**src/rtl/vbl_pkg.sv**
```systemverilog
package vbl_pkg;
  parameter int LINE_W = 10;
  parameter int SAMP_W = 11;
  parameter int NWIN   = 2;

  typedef struct packed {
    logic [LINE_W-1:0] line;
    logic [SAMP_W-1:0] samp;
  } pos_t;

  function automatic pos_t mk_pos(int unsigned l, int unsigned s);
    pos_t p;
    p.line = LINE_W'(l);
    p.samp = SAMP_W'(s);
    return p;
  endfunction
endpackage

```
**src/rtl/vbl_edge_sel.sv**
```systemverilog
module vbl_edge_sel
  import vbl_pkg::*;
(
  input  logic               pal_i,
  input  logic               short_i,
  output pos_t [NWIN-1:0]    start_o,
  output pos_t [NWIN-1:0]    stop_o
);
  always_comb begin
    if (pal_i) begin
      start_o[0] = mk_pos(623, 382);
      start_o[1] = mk_pos(310, 948);
      stop_o[0]  = short_i ? mk_pos(5, 947)   : mk_pos(15, 947);
      stop_o[1]  = short_i ? mk_pos(317, 947) : mk_pos(327, 947);
    end else begin
      start_o[0] = mk_pos(525, 768);
      start_o[1] = mk_pos(263, 313);
      stop_o[0]  = short_i ? mk_pos(9, 767)   : mk_pos(19, 767);
      stop_o[1]  = short_i ? mk_pos(272, 767) : mk_pos(282, 767);
    end
  end
endmodule

```
**src/rtl/vbl_win_cmp.sv**
```systemverilog
module vbl_win_cmp
  import vbl_pkg::*;
(
  input  pos_t cur_i,
  input  pos_t start_i,
  input  pos_t stop_i,
  output logic hit_o
);
  logic wraps, ge_start, le_stop;
  // line is the MSB field, so a packed compare is a raster-order compare
  assign wraps    = start_i > stop_i;
  assign ge_start = cur_i >= start_i;
  assign le_stop  = cur_i <= stop_i;
  assign hit_o    = wraps ? (ge_start | le_stop) : (ge_start & le_stop);
endmodule

```
**src/rtl/vblank_gen.sv**
```systemverilog
module vblank_gen
  import vbl_pkg::*;
(
  input  logic              clk_i,
  input  logic              rst_ni,
  input  logic [LINE_W-1:0] line_i,
  input  logic [SAMP_W-1:0] sample_i,
  input  logic              pal_i,
  input  logic              short_i,
  output logic              vblank_o
);
  pos_t            cur;
  pos_t [NWIN-1:0] win_start, win_stop;
  logic [NWIN-1:0] hit;

  assign cur.line = line_i;
  assign cur.samp = sample_i;

  vbl_edge_sel i_edge_sel (
    .pal_i   (pal_i),
    .short_i (short_i),
    .start_o (win_start),
    .stop_o  (win_stop)
  );

  for (genvar w = 0; w < NWIN; w++) begin : g_win
    vbl_win_cmp i_cmp (
      .cur_i   (cur),
      .start_i (win_start[w]),
      .stop_i  (win_stop[w]),
      .hit_o   (hit[w])
    );
  end

  always_ff @(posedge clk_i or negedge rst_ni) begin
    if (!rst_ni) vblank_o <= 1'b0;
    else         vblank_o <= |hit;
  end
endmodule

```
**config.mk**
```make
export PLATFORM = sky130hd
export DESIGN_NAME = vblank_gen
export DESIGN_NICKNAME = d
export VERILOG_FILES = /design/src/rtl/vbl_pkg.sv /design/src/rtl/vbl_edge_sel.sv /design/src/rtl/vbl_win_cmp.sv /design/src/rtl/vblank_gen.sv
export SDC_FILE = /design/constraint.sdc
export NUM_CORES = 1
export LEC_CHECK = 0
export ABC_CLOCK_PERIOD_IN_PS = 900
export BUFFER_PORTS_ARGS = -buffer_cell sky130_fd_sc_hd__buf_2
export CAP_MARGIN = 20
export CORE_MARGIN = 3
export CORE_UTILIZATION = 59
export CTS_BUF_LIST = sky130_fd_sc_hd__clkbuf_8
export DETAILED_ROUTE_END_ITERATION = 6
export PLACE_DENSITY = 0.84
export REMOVE_ABC_BUFFERS = 1
export SLEW_MARGIN = 20
export SYNTH_ARGS = -nofsm -noshare
export SYNTH_HDL_FRONTEND = slang
export SYNTH_SLANG_ARGS = --single-unit
```
**constraint.sdc**
```tcl
create_clock -name clk_i -period 0.9 [get_ports clk_i]
set_input_delay 0.09 -clock clk_i [delete_from_list [all_inputs] [get_ports clk_i]]
set_output_delay 0.09 -clock clk_i [all_outputs]
set_load 0.05 [all_outputs]
```
==> impl_metrics.xml, run 1 <==
<?xml version="1.0" encoding="UTF-8"?>
<metrics>
  <group name="floorplanning">
    <metric name="dieHeight" unit="um">47.7</metric>
    <metric name="boundaryPins" unit="">26</metric>
    <metric name="start_util" unit="">0.652</metric>
    <metric name="dieWidth" unit="um">47.7</metric>
    <metric name="row_count" unit="">14</metric>
  </group>
  <group name="synth">
    <metric name="synthFlopType" unit="">sky130_fd_sc_hd__dfrtp_1</metric>
    <metric name="syn-instance-count" unit="">123</metric>
    <metric name="synth_seq_area_share" unit="">0.0244</metric>
    <metric name="cell_type_with_the_largest_total_area_after_synthesis" unit="">sky130_fd_sc_hd__ha_1</metric>
    <metric name="synth.avg_cell_area" unit="sq um">8.35</metric>
    <metric name="synth_enable_flop_cells" unit="">0</metric>
    <metric name="postSynthRegisterBits" unit="">1</metric>
    <metric name="synth.cell_area" unit="sq um">1030</metric>
    <metric name="post_synth_main_area_contributors" unit="">sky130_fd_sc_hd__ha_1 (39%), sky130_fd_sc_hd__nand4b_1 (4.3%), sky130_fd_sc_hd__a211oi_1 (3.7%), sky130_fd_sc_hd__inv_1 (3.7%), sky130_fd_sc_hd__nand2_1 (3.7%)</metric>
    <metric name="fraction_of_post_synthesis_cell_area_in_the_top_cell_type_by_area" unit="">0.390</metric>
    <metric name="synth_cell_type_count" unit="">39</metric>
    <metric name="ys.warnings.count" unit="">0</metric>
    <metric name="synth-async-reset-ratio" unit="">1.00</metric>
  </group>
  <group name="place">
    <metric name="buffer_ports.inserted" unit="">25</metric>
    <metric name="place_congestion" unit="">0.858</metric>
    <metric name="dp_hpwl" unit="um">2920</metric>
  </group>
  <group name="clock_tree">
    <metric name="post_cts.repair.setup_buffers" unit="">1</metric>
    <metric name="cts-resized-gates" unit="">21</metric>
    <metric name="cts_hold_repair.buffers" unit="">1</metric>
  </group>
  <group name="run_status">
    <metric name="run_status" unit="">stopped before the end</metric>
    <metric name="firstError" unit="">[ERROR DPL-0038] Utilization greater than 100%, impossible to legalize</metric>
    <metric name="haltStage" unit="">clock tree synthesis (4_1_cts)</metric>
  </group>
</metrics>
-- stage by stage --
step	setup TNS, ns	setup WS (ns)	util	instances	cell area, sq um
after floorplan	-1.13	-1.13	-	123	1030
after global placement	-1.16	-1.16	0.925	202	1460
after detailed placement	-1.28	-1.28	0.925	202	1460
-- logic make-up after synthesis --
logic type                 Yosys count  share of synthesized area
and+or+nand+nor                     44                      0.270
AOI/OAI and AO/OA                   35                      0.269
adders and majority gates           33                      0.400
buffers and inverters               10                     0.0365
DFF                                  1                     0.0244
-- synth_stat cells (2+ instances only) --
master	count
sky130_fd_sc_hd__a211o_1	2
sky130_fd_sc_hd__o31ai_1	2
sky130_fd_sc_hd__ha_1	32
sky130_fd_sc_hd__nand4_1	2
sky130_fd_sc_hd__nor2b_1	2
sky130_fd_sc_hd__nor2_1	5
sky130_fd_sc_hd__nand2_1	10
sky130_fd_sc_hd__nand4b_1	5
sky130_fd_sc_hd__nand2b_1	2
sky130_fd_sc_hd__nor3_1	5
sky130_fd_sc_hd__a211oi_1	5
sky130_fd_sc_hd__o21ai_0	5
sky130_fd_sc_hd__a21oi_1	7
sky130_fd_sc_hd__and4b_1	3
sky130_fd_sc_hd__inv_1	10
sky130_fd_sc_hd__a31oi_1	2
sky130_fd_sc_hd__nand3_1	2
==> run 2: changes to the inputs <==
Settings changed: CORE_AREA set to 3 3 64 66, CORE_MARGIN 3 to not set, CORE_UTILIZATION 59 to not set, CTS_BUF_LIST sky130_fd_sc_hd__clkbuf_8 to not set, DIE_AREA set to 0 0 67 69, PLACE_DENSITY 0.84 to not set, PLACE_DENSITY_LB_ADDON set to 0.15.
==> impl_metrics.xml, run 2 <==
<?xml version="1.0" encoding="UTF-8"?>
<metrics>
  <group name="synth">
    <metric name="cell_type_with_the_largest_total_area_after_synthesis" unit="">sky130_fd_sc_hd__ha_1</metric>
    <metric name="synth.cell_area" unit="sq um">1030</metric>
    <metric name="synth_cell_type_count" unit="">39</metric>
    <metric name="synth-async-reset-ratio" unit="">1.00</metric>
    <metric name="fraction_of_post_synthesis_cell_area_in_the_top_cell_type_by_area" unit="">0.390</metric>
    <metric name="syn-instance-count" unit="">123</metric>
    <metric name="postSynthRegisterBits" unit="">1</metric>
    <metric name="synth_enable_flop_cells" unit="">0</metric>
    <metric name="synthFlopType" unit="">sky130_fd_sc_hd__dfrtp_1</metric>
    <metric name="ys.warnings.count" unit="">0</metric>
    <metric name="synth.avg_cell_area" unit="sq um">8.35</metric>
    <metric name="post_synth_main_area_contributors" unit="">sky130_fd_sc_hd__ha_1 (39%), sky130_fd_sc_hd__nand4b_1 (4.3%), sky130_fd_sc_hd__a211oi_1 (3.7%), sky130_fd_sc_hd__inv_1 (3.7%), sky130_fd_sc_hd__nand2_1 (3.7%)</metric>
    <metric name="yosys.cell_count.top_type" unit="">sky130_fd_sc_hd__ha_1</metric>
    <metric name="synth_seq_area_share" unit="">0.0244</metric>
    <metric name="synth_commonest_cells" unit="">sky130_fd_sc_hd__ha_1 (32), sky130_fd_sc_hd__inv_1 (10), sky130_fd_sc_hd__nand2_1 (10)</metric>
  </group>
  <group name="cells_and_area">
    <metric name="fin_nets" unit="">258</metric>
    <metric name="mostFrequentLayoutCell" unit="">sky130_fd_sc_hd__buf_4</metric>
    <metric name="register_area" unit="sq um">25.0</metric>
    <metric name="final_cells" unit="">247</metric>
    <metric name="fillerInstances" unit="">391</metric>
    <metric name="regMostFlops" unit="">vblank_o</metric>
    <metric name="layout.cells.most_common_list" unit="">sky130_fd_sc_hd__buf_4 (48), sky130_fd_sc_hd__ha_1 (31), sky130_fd_sc_hd__buf_2 (23)</metric>
    <metric name="proportion_of_layout_cells_with_a_drive_suffix_above_1" unit="">0.422</metric>
    <metric name="antenna_cells_inserted" unit="">0</metric>
    <metric name="multiInputGateArea" unit="sq um">978</metric>
    <metric name="synthToLayoutAreaGrowth" unit="%">59.9</metric>
    <metric name="top_regs" unit="">vblank_o x1</metric>
    <metric name="largest_register_ff_count" unit="">1</metric>
    <metric name="utilization" unit="">0.452</metric>
  </group>
  <group name="detailed_routing">
    <metric name="wire_per_inst" unit="um">13.5</metric>
    <metric name="drt-vias-per-instance" unit="">5.00</metric>
    <metric name="detailroute.via_count" unit="">1236</metric>
    <metric name="antenna_left" unit="">0</metric>
    <metric name="post-route-drc-count" unit="">0</metric>
    <metric name="drt_pre_antenna_iters" unit="">4</metric>
    <metric name="postRouteWirelength" unit="um">3330</metric>
    <metric name="first_iter_violations" unit="">27</metric>
  </group>
  <group name="power">
    <metric name="leakage" unit="uW">0.000812</metric>
    <metric name="irDropWorstVdd" unit="V">0.000216</metric>
    <metric name="total_power" unit="uW">822</metric>
    <metric name="power_density" unit="nW/um^2">501</metric>
  </group>
  <group name="timing">
    <metric name="timing_hold_violations_final" unit="">0</metric>
    <metric name="slew_viol_final" unit="">0</metric>
    <metric name="fin_crit_sh" unit="">2.32</metric>
    <metric name="timing.slew.headroom" unit="">0.694</metric>
    <metric name="tightest_slew" unit="ns">0.447</metric>
    <metric name="final-setup-viol-count" unit="">1</metric>
    <metric name="fin_ws" unit="ns">-1.18</metric>
    <metric name="unrepaired_setup_endpoints_after_global_routing" unit="">yes</metric>
    <metric name="min_period" unit="ns">2.08</metric>
    <metric name="finalSetupTns" unit="ns">-1.18</metric>
    <metric name="fmaxAchievable" unit="GHz">0.480</metric>
  </group>
  <group name="grt">
    <metric name="grt_pass1_vias" unit="">1279</metric>
    <metric name="grt_use_total" unit="">0.151</metric>
    <metric name="grt_antenna_before_repair" unit="">0</metric>
    <metric name="grt_first_pass_wirelength" unit="um">5750</metric>
    <metric name="grt_max_degree" unit="">10</metric>
    <metric name="globalRoute.totalOverflow" unit="">0</metric>
  </group>
  <group name="floorplanning">
    <metric name="boundaryPins" unit="">26</metric>
    <metric name="row_count" unit="">22</metric>
    <metric name="dieHeight" unit="um">69</metric>
    <metric name="dieWidth" unit="um">67</metric>
    <metric name="fp.coreArea" unit="sq um">3630</metric>
    <metric name="fp.dieArea" unit="sq um">4620</metric>
    <metric name="start_util" unit="">0.283</metric>
  </group>
  <group name="hold_path">
    <metric name="hold_path.class" unit="">input port to asynchronous set/reset pin</metric>
  </group>
  <group name="place">
    <metric name="place_ws" unit="ns">-1.31</metric>
    <metric name="buffer_ports.inserted" unit="">25</metric>
    <metric name="place_congestion" unit="">0.854</metric>
    <metric name="dp_hpwl" unit="um">2990</metric>
    <metric name="place_inst" unit="">245</metric>
  </group>
  <group name="worst_setup_path">
    <metric name="cp-startpoint" unit="">pal_i</metric>
    <metric name="timing_worst_setup_path_type" unit="">input port to flop</metric>
    <metric name="critical_path.max_fanout" unit="">5</metric>
    <metric name="cp.required" unit="ns">0.75</metric>
    <metric name="critical_path_arrival" unit="ns">1.94</metric>
    <metric name="critical_path.endpoint_type" unit="">flop</metric>
    <metric name="start_kind" unit="">input port</metric>
  </group>
  <group name="run_status">
    <metric name="violations" unit="">setup timing</metric>
    <metric name="run_status" unit="">finished, violations left</metric>
  </group>
  <group name="flow_run">
    <metric name="drv.max_cap_violation_count" unit="">0</metric>
  </group>
  <group name="clock_tree">
    <metric name="path_clk_slew" unit="ns">0</metric>
  </group>
</metrics>
-- run 2: metrics by stage --
stage,area (sq um),hold WS (ns)
CTS,1640,0.402
detailed placement,1580,-0.132
global route,1640,0.440
finish,1640,0.404
global placement,1580,-0.135
floorplan,1030,-0.206
-- run 2: cell type report --
type                    instances  share of cell area
multi-input cells             112               0.596
repair buffers                 76               0.325
inverters                      10              0.0274
flip-flops and latches          1              0.0152
well taps                      48              0.0366
-- run 2: what timing repair did --
| action | 4_1_cts | 5_1_grt |
|---|---|---|
| hold endpoints to repair | 1 | 0 |
| hold buffers | 1 | 0 |
| pin swaps | 6 | 4 |
| endpoints found under the setup margin | 1 | 1 |
| gates resized for setup | 14 | 0 |
| setup buffers | 1 | 0 |
-- run 2: routing by layer --
metal,share of wire,global-route usage
met3,0.037,0.00163
met4,0,0
met1,0.47,0.202
met2,0.50,0.279
met5,0,0
-- run 2: path summary, 6_finish.rpt --
path                       endpoint  slack [ns]  cells past startpoint
worst max-delay path       vblank_o       -1.18                     10
worst min-delay path       vblank_o        0.40                      2
max in group asynchronous  vblank_o        0.41                      2
min in group clk_i         vblank_o        0.63                      7
-- run 2: critical path: stages --
cell                        delay [ns]
sky130_fd_sc_hd__buf_8            0.09
sky130_fd_sc_hd__inv_8            0.04
sky130_fd_sc_hd__ha_4             0.26
sky130_fd_sc_hd__buf_6            0.09
sky130_fd_sc_hd__and4b_1          0.21
sky130_fd_sc_hd__a2111oi_4        0.37
sky130_fd_sc_hd__o211ai_2         0.16
sky130_fd_sc_hd__a221oi_2         0.31
sky130_fd_sc_hd__maj3_2           0.24
sky130_fd_sc_hd__nand4_1          0.09
-- run 2: cells by family (layout without fill, tap and decap cells) --
logic type               after synthesis  in the layout  synth area share
AO/OA/AOI/OAI                         35             35             0.269
flip-flops                             1              1            0.0244
buffers and inverters                 10             86            0.0365
AND/OR/NAND/NOR                       44             44             0.270
adder cells (fa/ha/maj)               33             33             0.400
-- run 2: power breakdown --
part | switching, uW | internal [uW]
Sequential | 1.48 | 51.1
Clock | 0 | 0
Combinational | 360 | 409
(Power assumes the default switching activity.)
